===== src/rtl/gpio_bank_pkg.sv =====
package gpio_bank_pkg;
  localparam int unsigned WORD_DIR     = 0;
  localparam int unsigned WORD_DIR_OUT = 1;
  localparam int unsigned WORD_DIR_IN  = 2;
  localparam int unsigned WORD_VAL     = 3;
  localparam int unsigned WORD_OUT_SET = 4;
  localparam int unsigned WORD_OUT_CLR = 5;
endpackage


===== src/rtl/gpio_bank_sync.sv =====
module gpio_bank_sync #(
  parameter int unsigned W      = 32,
  parameter int unsigned STAGES = 2
) (
  input  logic         clk_i,
  input  logic         rst_ni,
  input  logic [W-1:0] d_i,
  output logic [W-1:0] q_o
);
  logic [W-1:0] stage_q [STAGES];

  for (genvar s = 0; s < STAGES; s++) begin : g_stage
    always_ff @(posedge clk_i or negedge rst_ni) begin
      if (!rst_ni) stage_q[s] <= '0;
      else if (s == 0) stage_q[s] <= d_i;
      else stage_q[s] <= stage_q[(s == 0) ? 0 : s-1];
    end
  end

  assign q_o = stage_q[STAGES-1];
endmodule


===== src/rtl/gpio_bank_regs.sv =====
module gpio_bank_regs
  import gpio_bank_pkg::*;
#(
  parameter int unsigned W   = 32,
  parameter int unsigned IDX = 6
) (
  input  logic           clk_i,
  input  logic           rst_ni,
  input  logic [IDX-1:0] idx_i,
  input  logic           we_i,
  input  logic [W-1:0]   wdata_i,
  output logic [W-1:0]   dir_o,
  output logic [W-1:0]   out_o
);
  logic [W-1:0] dir_q, out_q, dir_d, out_d;

  always_comb begin
    dir_d = dir_q;
    out_d = out_q;
    if (we_i) begin
      unique case (int'(idx_i))
        WORD_DIR_OUT: dir_d = dir_q & ~wdata_i;
        WORD_DIR_IN:  dir_d = dir_q | wdata_i;
        WORD_OUT_SET: out_d = out_q | wdata_i;
        WORD_OUT_CLR: out_d = out_q & ~wdata_i;
        default: ;
      endcase
    end
  end

  always_ff @(posedge clk_i or negedge rst_ni) begin
    if (!rst_ni) begin
      dir_q <= '1;
      out_q <= '0;
    end else begin
      dir_q <= dir_d;
      out_q <= out_d;
    end
  end

  assign dir_o = dir_q;
  assign out_o = out_q;

  AST_SET_NEVER_CLEARS: assert property (@(posedge clk_i) disable iff (!rst_ni)
    (we_i && int'(idx_i) == WORD_OUT_SET) |=> ((out_q & $past(out_q)) == $past(out_q)));
  AST_CLR_NEVER_SETS: assert property (@(posedge clk_i) disable iff (!rst_ni)
    (we_i && int'(idx_i) == WORD_OUT_CLR) |=> ((out_q & ~$past(out_q)) == '0));
  AST_DIR_OUT_ONLY_ENABLES: assert property (@(posedge clk_i) disable iff (!rst_ni)
    (we_i && int'(idx_i) == WORD_DIR_OUT) |=> ((dir_q & ~$past(dir_q)) == '0));
  AST_DIR_IN_ONLY_DISABLES: assert property (@(posedge clk_i) disable iff (!rst_ni)
    (we_i && int'(idx_i) == WORD_DIR_IN) |=> ((dir_q & $past(dir_q)) == $past(dir_q)));
  AST_OTHER_WRITE_HOLDS: assert property (@(posedge clk_i) disable iff (!rst_ni)
    (we_i && int'(idx_i) != WORD_DIR_OUT && int'(idx_i) != WORD_DIR_IN &&
     int'(idx_i) != WORD_OUT_SET && int'(idx_i) != WORD_OUT_CLR)
    |=> ($stable(dir_q) && $stable(out_q)));
endmodule


===== src/rtl/gpio_bank.sv =====
module gpio_bank
  import gpio_bank_pkg::*;
#(
  parameter int unsigned W      = 32,
  parameter int unsigned AW     = 8,
  parameter int unsigned STAGES = 2
) (
  input  logic          clk_i,
  input  logic          rst_ni,
  input  logic [AW-1:0] addr_i,
  input  logic          we_i,
  input  logic [W-1:0]  wdata_i,
  output logic [W-1:0]  rdata_o,
  input  logic [W-1:0]  pad_in_i,
  output logic [W-1:0]  pad_out_o,
  output logic [W-1:0]  pad_oe_o
);
  localparam int unsigned IDX = AW - 2;

  logic [IDX-1:0] idx;
  logic [W-1:0]   dir, out_lat, pad_sync, rdata_d, rdata_q;

  assign idx = addr_i[AW-1:2];

  gpio_bank_regs #(.W(W), .IDX(IDX)) u_regs (
    .clk_i, .rst_ni, .idx_i(idx), .we_i, .wdata_i,
    .dir_o(dir), .out_o(out_lat)
  );

  gpio_bank_sync #(.W(W), .STAGES(STAGES)) u_sync (
    .clk_i, .rst_ni, .d_i(pad_in_i), .q_o(pad_sync)
  );

  always_comb begin
    unique case (int'(idx))
      WORD_DIR: rdata_d = dir;
      WORD_VAL: rdata_d = (out_lat & ~dir) | (pad_sync & dir);
      default:  rdata_d = '0;
    endcase
  end

  always_ff @(posedge clk_i or negedge rst_ni) begin
    if (!rst_ni) rdata_q <= '0;
    else rdata_q <= rdata_d;
  end

  assign rdata_o   = rdata_q;
  assign pad_out_o = out_lat;
  assign pad_oe_o  = ~dir;

  AST_SETCLR_READ_ZERO: assert property (@(posedge clk_i) disable iff (!rst_ni)
    (int'(idx) == WORD_DIR_OUT || int'(idx) == WORD_DIR_IN ||
     int'(idx) == WORD_OUT_SET || int'(idx) == WORD_OUT_CLR) |=> (rdata_o == '0));
  AST_UNMAPPED_READ_ZERO: assert property (@(posedge clk_i) disable iff (!rst_ni)
    (int'(idx) > WORD_OUT_CLR) |=> (rdata_o == '0));
  AST_OUTPUT_PIN_READS_LATCH: assert property (@(posedge clk_i) disable iff (!rst_ni)
    (int'(idx) == WORD_VAL) |=> ((rdata_o & $past(pad_oe_o)) == ($past(pad_out_o) & $past(pad_oe_o))));
endmodule


===== config.mk =====
export PLATFORM = sky130hd
export DESIGN_NAME = gpio_bank
export DESIGN_NICKNAME = d
export VERILOG_FILES = /design/src/rtl/gpio_bank_pkg.sv /design/src/rtl/gpio_bank_sync.sv /design/src/rtl/gpio_bank_regs.sv /design/src/rtl/gpio_bank.sv
export SDC_FILE = /design/constraint.sdc
export NUM_CORES = 1
export LEC_CHECK = 0
export ABC_AREA = 1
export BUFFER_PORTS_ARGS = -buffer_cell sky130_fd_sc_hd__buf_2
export CAP_MARGIN = 20
export CORE_MARGIN = 2
export CORE_UTILIZATION = 55
export DETAILED_ROUTE_END_ITERATION = 10
export PLACE_DENSITY = 0.8
export RECOVER_POWER = 25
export SETUP_SLACK_MARGIN = 0.05
export SYNTH_ARGS = -nofsm -noshare
export SYNTH_HDL_FRONTEND = slang
export SYNTH_HIERARCHICAL = 1
export SYNTH_SLANG_ARGS = --single-unit

===== constraint.sdc =====
create_clock -name clk_i -period 1.7 [get_ports clk_i]
set_input_delay 0.17 -clock clk_i [delete_from_list [all_inputs] [get_ports clk_i]]
set_output_delay 0.17 -clock clk_i [all_outputs]
set_load 0.02 [all_outputs]

# Word-level counts from Yosys, hierarchy flattened

Cells that the tools add are included.

Register bits: 160
Bits of input ports: 75
Word-level logic and storage cells: 27

Eq/ne operators: 5
Multiplexer cells: 3
Bitwise operators: 9
Reductions and logical operators: 5

Operators by type and width:

| kind                                                            | number |
|---|---|
| 32-bit case mux with 2 select lines                             | 3 |
| 32-bit AND                                                      | 4 |
| 32-bit bitwise OR                                               | 3 |
| 32-bit inverter                                                 | 2 |
| 6-bit by 2-bit == test with 1-bit output, second input constant | 2 |
| 6-bit by 3-bit == test with 1-bit output, second input constant | 2 |
| 6-bit by 1-bit == test with 1-bit output, second input constant | 1 |
| 6-bit zero test                                                 | 1 |
| 2-bit AND reduction                                             | 2 |
| 2-bit nonzero test                                              | 2 |

# Depth between registers and ports, before layout

Gate-level depths: netlist of run 1.

Word-level depth: 4
Depth in mapped cells: 7
Mapped depth without buffers: 6

# Modules after synthesis

The synthesis of run 1 kept the hierarchy.

By module, submodules not included:

| module         | instances | cells an instance | area each (um2) |
|---|---|---|---|
| gpio_bank_regs | 1         | 329               | 2850.2 |
| gpio_bank      | 1         | 279               | 1965.6 |
| gpio_bank_sync | 1         | 96                | 1841.8 |

# Least setup slack after synthesis of run 1

OpenSTA, ideal clock, no wires.

Kind: input to register
Start point: input we_i
End point: register (tool-made name)
Arrival: 860 ps
Data required time: 1576 ps
Slack: 716 ps
Stages: 7
Path buffers: 2
Path through: buf_2 > nand3_2 > nor2_4 > buf_4 > nand2_1 > nand2_1 > o21ai_1

RTL lines:

| what        | RTL line        | text |
|---|---|---|
| from (decl) | gpio_bank.sv:11 | `input logic we_i,` |

==> summary.txt, run 1 <==
Global route
  • GRT Util Overall: 0.274
  • Vias in the first global route: 5,592
  • Initial antenna violation count: 0
  • GRT overflow: 0
  • First-pass GRT wire length: 27,100 um
  • Largest net degree at the start of global routing: 46

Yosys
  • Ys async rst share: 1.00
  • Area contributors post-synth: dfrtp_1 48%, nand2_1 15%, dfstp_2 13%, nand4_1 6.0%, buf_4 4.4%
  • Cell with the most instances after synthesis: nand2_1
  • Synth unique cells: 18
  • Mapped Area: 0.00666 sq mm
  • Post-synth EDFFs: 0
  • Syn nets: 779
  • Ys flop type: dfrtp_1
  • Synth Area in Compound Gates: 0.0241
  • Synth Instances: 704
  • Simple-gate share of the synthesized area: 0.278
  • Syn_area_per_cell: between 9 and 10 sq um
  • Seq/Total Area, Yosys: 0.607
  • Yosys Warn Count: 6
  • Largest area contributor in the netlist: dfrtp_1
  • Synth Area in XOR/XNOR: 0
  • Post-synth top area share: 0.481
  • Post-synth top cells: 263 x nand2_1, 128 x dfrtp_1, 64 x nand4_1
  • Yosys reg bits: 160
  • Synth Area in Adders: 0
  • Largest family of logic cells by synthesized area: simple AND/OR/NAND/NOR gates
  • Mux cell area share after synthesis: 0

Placement
  • Detailed placer's ending HPWL: between 10,000 and 15,000 um
  • Placer Congestion: 0.831
  • PortBufs: roughly 170

Route
  • Number of routed nets with antenna violations: 0
  • Initial DRC count: 508
  • DR vias: around 5,700
  • First drt pass iteration count: 7
  • Drt via density: 5.36
  • DRC Markers: 0
  • DR WL/cell: 16.1 um
  • Final Routed Wirelength: 17,200 um

Timing
  • RSZ-0062 raised after global routing: no
  • Final Max Slew Viols: 0
  • Final Hold Fails: 0
  • Final Setup Violations: 0
  • Final Critical Period: 1.39 ns
  • Total negative slack: 0 ns
  • FMAX: 0.718 GHz
  • WHS: 0.0142 ns
  • Tcrit/Tclk final: 0.819
  • Slew Limit Headroom: 0.714
  • Slew @ Worst Pin: between 0.4 and 0.5 ns
  • Skew final: 0.00947 ns

Worst setup path
  • Top cell family by delay on the critical path: flip-flops
  • CP Class: register to primary output
  • Critical Path Sink Type: primary output
  • Type of origin of the critical path: register
  • Buffers & Inverters on Critical Path: 2
  • Largest fanout on the critical path: 4
  • Critical path's slowest cell: dfstp_2
  • Critical path data required time: 1.53 ns
  • Critical path arrival: 1.22 ns
  • CP cell instances: inv_1 > buf_2
  • CP max stage delay: ~0.56 ns
  • R2r setup slk: roughly 0.69 ns

Die
  • DIE AREA: about 0.013 sq mm
  • Core ar.: 0.0119 sq mm
  • Initial Util: 0.559
  • Die X: 114 um
  • Row cnt: 40
  • Die span in y: 114 um
  • I/O Pins: 171

Clock tree
  • Inserted Clock Buffers: 17
  • Worst skew pair latency: 0.43 ns
  • Clock Tree Buf Depth: 2
  • CTS clk-pin slew, worst paths: 0.06 ns
  • Setup bufs post-CTS: 0
  • H-tree depth: 4
  • Hold Buf Count CTS: 62
  • CTS sink count: 160
  • Post_cts resized: 0
  • CTS tree: built
  • Clock root cell: clkbuf_16

Outcome
  • Status: completed

Finish
  • Area growth, synth to finish: 30.5%
  • Final #Nets: 983
  • Antenna cell count: 0
  • Layout cells sized above 1: 0.292

Power
  • Leakage power: 4.38 nW
  • Max VDD drop: 0.00118 V
  • Power Dens Cells: about 1100 mW/mm^2
  • Post-layout power: 0.00979 W

Hold path
  • Worst min path class: primary input to register
  • Hold Path Origin: wdata_i[6]

Job
  • Max Cap Violations: 0
==> power by group <==
group          internal, W  switching (W)  total [W]
combinational     0.000587        0.00103    0.00162
sequential         0.00422       0.000257    0.00448
clock              0.00219        0.00149    0.00369
==> worst paths after layout <==
kind                                  end  cells after the start
hold reg to reg            u_sync/q_o[12]                      0
setup reg to reg               rdata_o[1]                      5
hold / removal                   register                      3
max in group asynchronous       async pin                      3
setup / recovery             pad_oe_o[15]                      2
min in group asynchronous       async pin                      2
==> final cells by class <==
class | count | area (sq um)
Clock inverter | 10 | 114
Inverter | 39 | 146
Tap cell | 147 | 184
Fill cell | 848 | 3220
Multi-Input combinational cell | 436 | 2040
Sequential cell | 160 | 4040
Clock buffer | 22 | 454
Timing Repair Buffer | 254 | 1710
==> per-layer routing <==
layer  up-vias  global-route usage  share of wire
li1       2673                   -              -
met1      2700               0.341           0.40
met2       293               0.445           0.50
met3        57              0.0696          0.074
met4         0               0.142          0.028
met5         -                   0              0
==> logic make-up after synthesis <==
group	Yosys count
flops	160
simple gates	404
compound gates	32
buf+inv	108
==> per-stage QoR <==
| stage | utilization | area [sq um] | instances | worst slack, ns |
|---|---|---|---|---|
| floorplan | - | 6660 | 704 | 0.716 |
| global placement | 0.630 | 7500 | 974 | 0.359 |
| detailed placement | 0.630 | 7500 | 974 | 0.342 |
| CTS | 0.730 | 8690 | 1068 | 0.297 |
| global route | 0.729 | 8690 | 1068 | 0.263 |
| finish | 0.729 | 8690 | 1068 | 0.308 |
==> worst min-delay path: cells and delay by family <==
family                 cells  cell delay [ns]
buffers and inverters      1             0.12
AND/OR/NAND/NOR            2             0.15
==> cell usage in the layout, fill, tap and decap left out, drive strengths merged <==
master / Yosys / routed
nand3b: 1 / 1
dlygate4sd3: 0 / 62
clkinvlp: 0 / 4
nand3: 65 / 65
dfrtp: 128 / 128
nand4: 64 / 64
clkbuf: 6 / 24
buf: 63 / 190
inv: 39 / 39
nor2: 11 / 11
clkinv: 0 / 4
nand2: 263 / 263
bufinv: 0 / 2
dfstp: 32 / 32
o21ai: 32 / 32
(Power assumes the default switching activity.)
==> inputs of run 2 (changes only) <==
Settings changed: CORE_UTILIZATION 55 to 53, PLACE_DENSITY 0.8 to 0.78.
Clock period 1.7 ns to 1.3 ns, I/O delays scaled along.
==> run 2 against run 1 <==
Net effect:
- the run now ends with negative setup slack left
- total power rose by 43%
- final area up 9.4%
- clock skew down 0.00057 ns
- count of clock-buffer cells in the layout shrank 3
- non-clock buffer count rose by 60
- die area is 3.6% higher
- combinational power rose by 75%
- largest power group unchanged
==> summary.txt, run 2 (synthesis gave the netlist of run 1 again) <==
Finish
  • Most frequent cells in the layout: 261 x nand2_1, 132 x buf_2, 128 x dfrtp_1
  • Layout Utilization: 0.781 (+0.0521)
  • Leading cell type in the layout, fill and taps excluded: nand2_1
  • Area growth, synth to finish: 42.7%
  • Final #Nets: 1,043 (+6.1%)
  • Multi-input combinational cell area: 0.00205 sq mm (+0.49%)
  • Filler cells: 767 (-9.6%)
  • FF+latch area: 0.00404 sq mm (unchanged)
  • Layout cells sized above 1: 0.371 (+0.0790)
  • Antenna cell count: 0 (unchanged)

Route
  • First drt pass iteration count: 5 (-2)
  • DR vias: 6,303 (+10%)
  • Drt via density: 5.49 (+2.4%)
  • Number of routed nets with antenna violations: 0 (unchanged)
  • Final Routed Wirelength: 20,800 um (+21%)
  • DRC Markers: 0 (unchanged)
  • DR WL/cell: 18.1 um (+12%)
  • Initial DRC count: 534 (+5.1%)

Timing
  • Total negative slack: -0.00940 ns (-0.00940 ns)
  • Final Critical Period: approximately 1.3 ns
  • RSZ-0062 raised after global routing: yes
  • Final Max Slew Viols: 0 (unchanged)
  • Final worst setup slack: -0.00940 ns (-0.318 ns)
  • Final Hold Fails: 0 (unchanged)
  • Tcrit/Tclk final: 1.01
  • WHS: 0.179 ns (+0.165 ns)
  • Slew @ Worst Pin: 0.920 ns (+0.492 ns)
  • Slew Limit Headroom: 0.387 (-0.327)
  • FMAX: approximately 0.76 GHz
  • Skew final: 0.00891 ns (-0.000568 ns)
  • Final Setup Violations: 1 (+1)

Clock tree
  • CTS clk-pin slew, worst paths: 0.06 ns (about the same)
  • Clock root cell: clkbuf_16
  • CTS tree: built
  • Worst skew pair latency: 0.43 ns (about the same)
  • CTS sink count: 160 (unchanged)
  • Inserted Clock Buffers: 17 (unchanged)
  • Clock Tree Buf Depth: 2 (unchanged)
  • H-tree depth: 4 (unchanged)

Power
  • Leakage power: 4.83 nW (+10%)
  • Power Dens Cells: 1480 mW/mm^2 (+31%)
  • Post-layout power: 0.0140 W (+43%)
  • Max VDD drop: 0.00140 V (+19%)

Worst setup path
  • Critical path data required time: 1.17 ns (-0.36 ns)
  • CP Class: register to primary output
  • Critical Path Sink Type: primary output
  • Largest fanout on the critical path: 4 (unchanged)
  • Critical path arrival: 1.18 ns (-0.04 ns)
  • Type of origin of the critical path: register

Job
  • Max Cap Violations: 0 (unchanged)

Global route
  • GRT Util Overall: 0.312 (+0.0382)
  • Vias in the first global route: 6,378 (+14%)
  • First-pass GRT wire length: 31,500 um (+16%)
  • Initial antenna violation count: 0 (unchanged)
  • GRT overflow: 0 (unchanged)
  • Largest net degree at the start of global routing: 49 (+6.5%)

Placement
  • PortBufs: 168 (unchanged)
  • Dpl ws: 0.116 ns (-0.226 ns)
  • Placer Congestion: 0.841 (+1.3%)
  • Detailed placer's ending HPWL: 11,100 um (+6.6%)

Die
  • Initial Util: 0.547 (-0.0115)
  • Row cnt: 40 (unchanged)
  • DIE AREA: 0.0135 sq mm (+3.6%)
  • Die span in y: 116 um (+1.8%)
  • Die X: 116 um (+1.8%)
  • I/O Pins: 171 (unchanged)
  • Core ar.: 0.0122 sq mm (+2.1%)

Outcome
  • Failing checks: negative setup slack
  • Status: finished, violations left

Hold path
  • Worst min path class: primary input to register
==> run 2: cell count changes in the layout (fill, tap and decap cells not counted), sizes merged <==
cell         previous run  this run
buf                   190       244
dlygate4sd3            62        65
bufinv                  2         4
inv                    39        41
clkinvlp                4         3
==> run 2: area by class of cell <==
type | instances | share of cell area
tap | 168 | 0.0221
multi-input combinational | 436 | 0.215
timing repair buffer | 314 | 0.255
clock buffer | 19 | 0.0477
inverter | 39 | 0.0154
clock inverter | 13 | 0.0194
sequential | 160 | 0.426
==> run 2: power breakdown <==
part | switching [W] | internal, W | total, W
Clock | 0.00203 | 0.00332 | 0.00535
Combinational | 0.00162 | 0.00122 | 0.00284
Sequential | 0.000322 | 0.00552 | 0.00584
Total | 0.00397 | 0.0101 | 0.0140
==> run 2: metal layers <==
| layer | up-vias | wire (um) | GRT usage |
|---|---|---|---|
| met5 | - | 0 | 0 |
| met4 | 0 | 732 | 0.154 |
| met3 | 83 | 1660 | 0.0826 |
| met2 | 390 | 10800 | 0.538 |
| met1 | 3041 | 7580 | 0.363 |
| li1 | 2789 | - | - |
==> run 2: timing repair <==
item,CTS,global route
hold endpoints to repair,218,0
pin swaps,0,2
setup endpoints to repair,32,32
gates cloned,0,0
gates resized for setup,96,3
hold buffers,65,0
setup buffers,42,12
==> run 2: stage by stage <==
step / instance area, sq um / cells
after global placement: 7620 / 998
after global routing: 9500 / 1149
final: 9500 / 1149
after floorplan: 6660 / 704
after detailed placement: 7620 / 998
after CTS: 9430 / 1137
==> run 2: worst paths after layout <==
path	start	to	slack [ns]	cells past startpoint
min reg2reg	u_sync/stage_q[55]	u_sync/q_o[23]	0.34	0
max reg2reg	register	rdata_o[14]	0.10	7
max	register	pad_oe_o[19]	-0.009	2
min	we_i	register	0.18	4
max in group asynchronous	rst_ni	async pin	0.11	3
min in group asynchronous	rst_ni	async pin	0.38	2
==> run 2: critical path, stage by stage, from the launching register on <==
cell and delay (ns):
dfstp_2 0.57, inv_2 0.06, buf_6 0.13
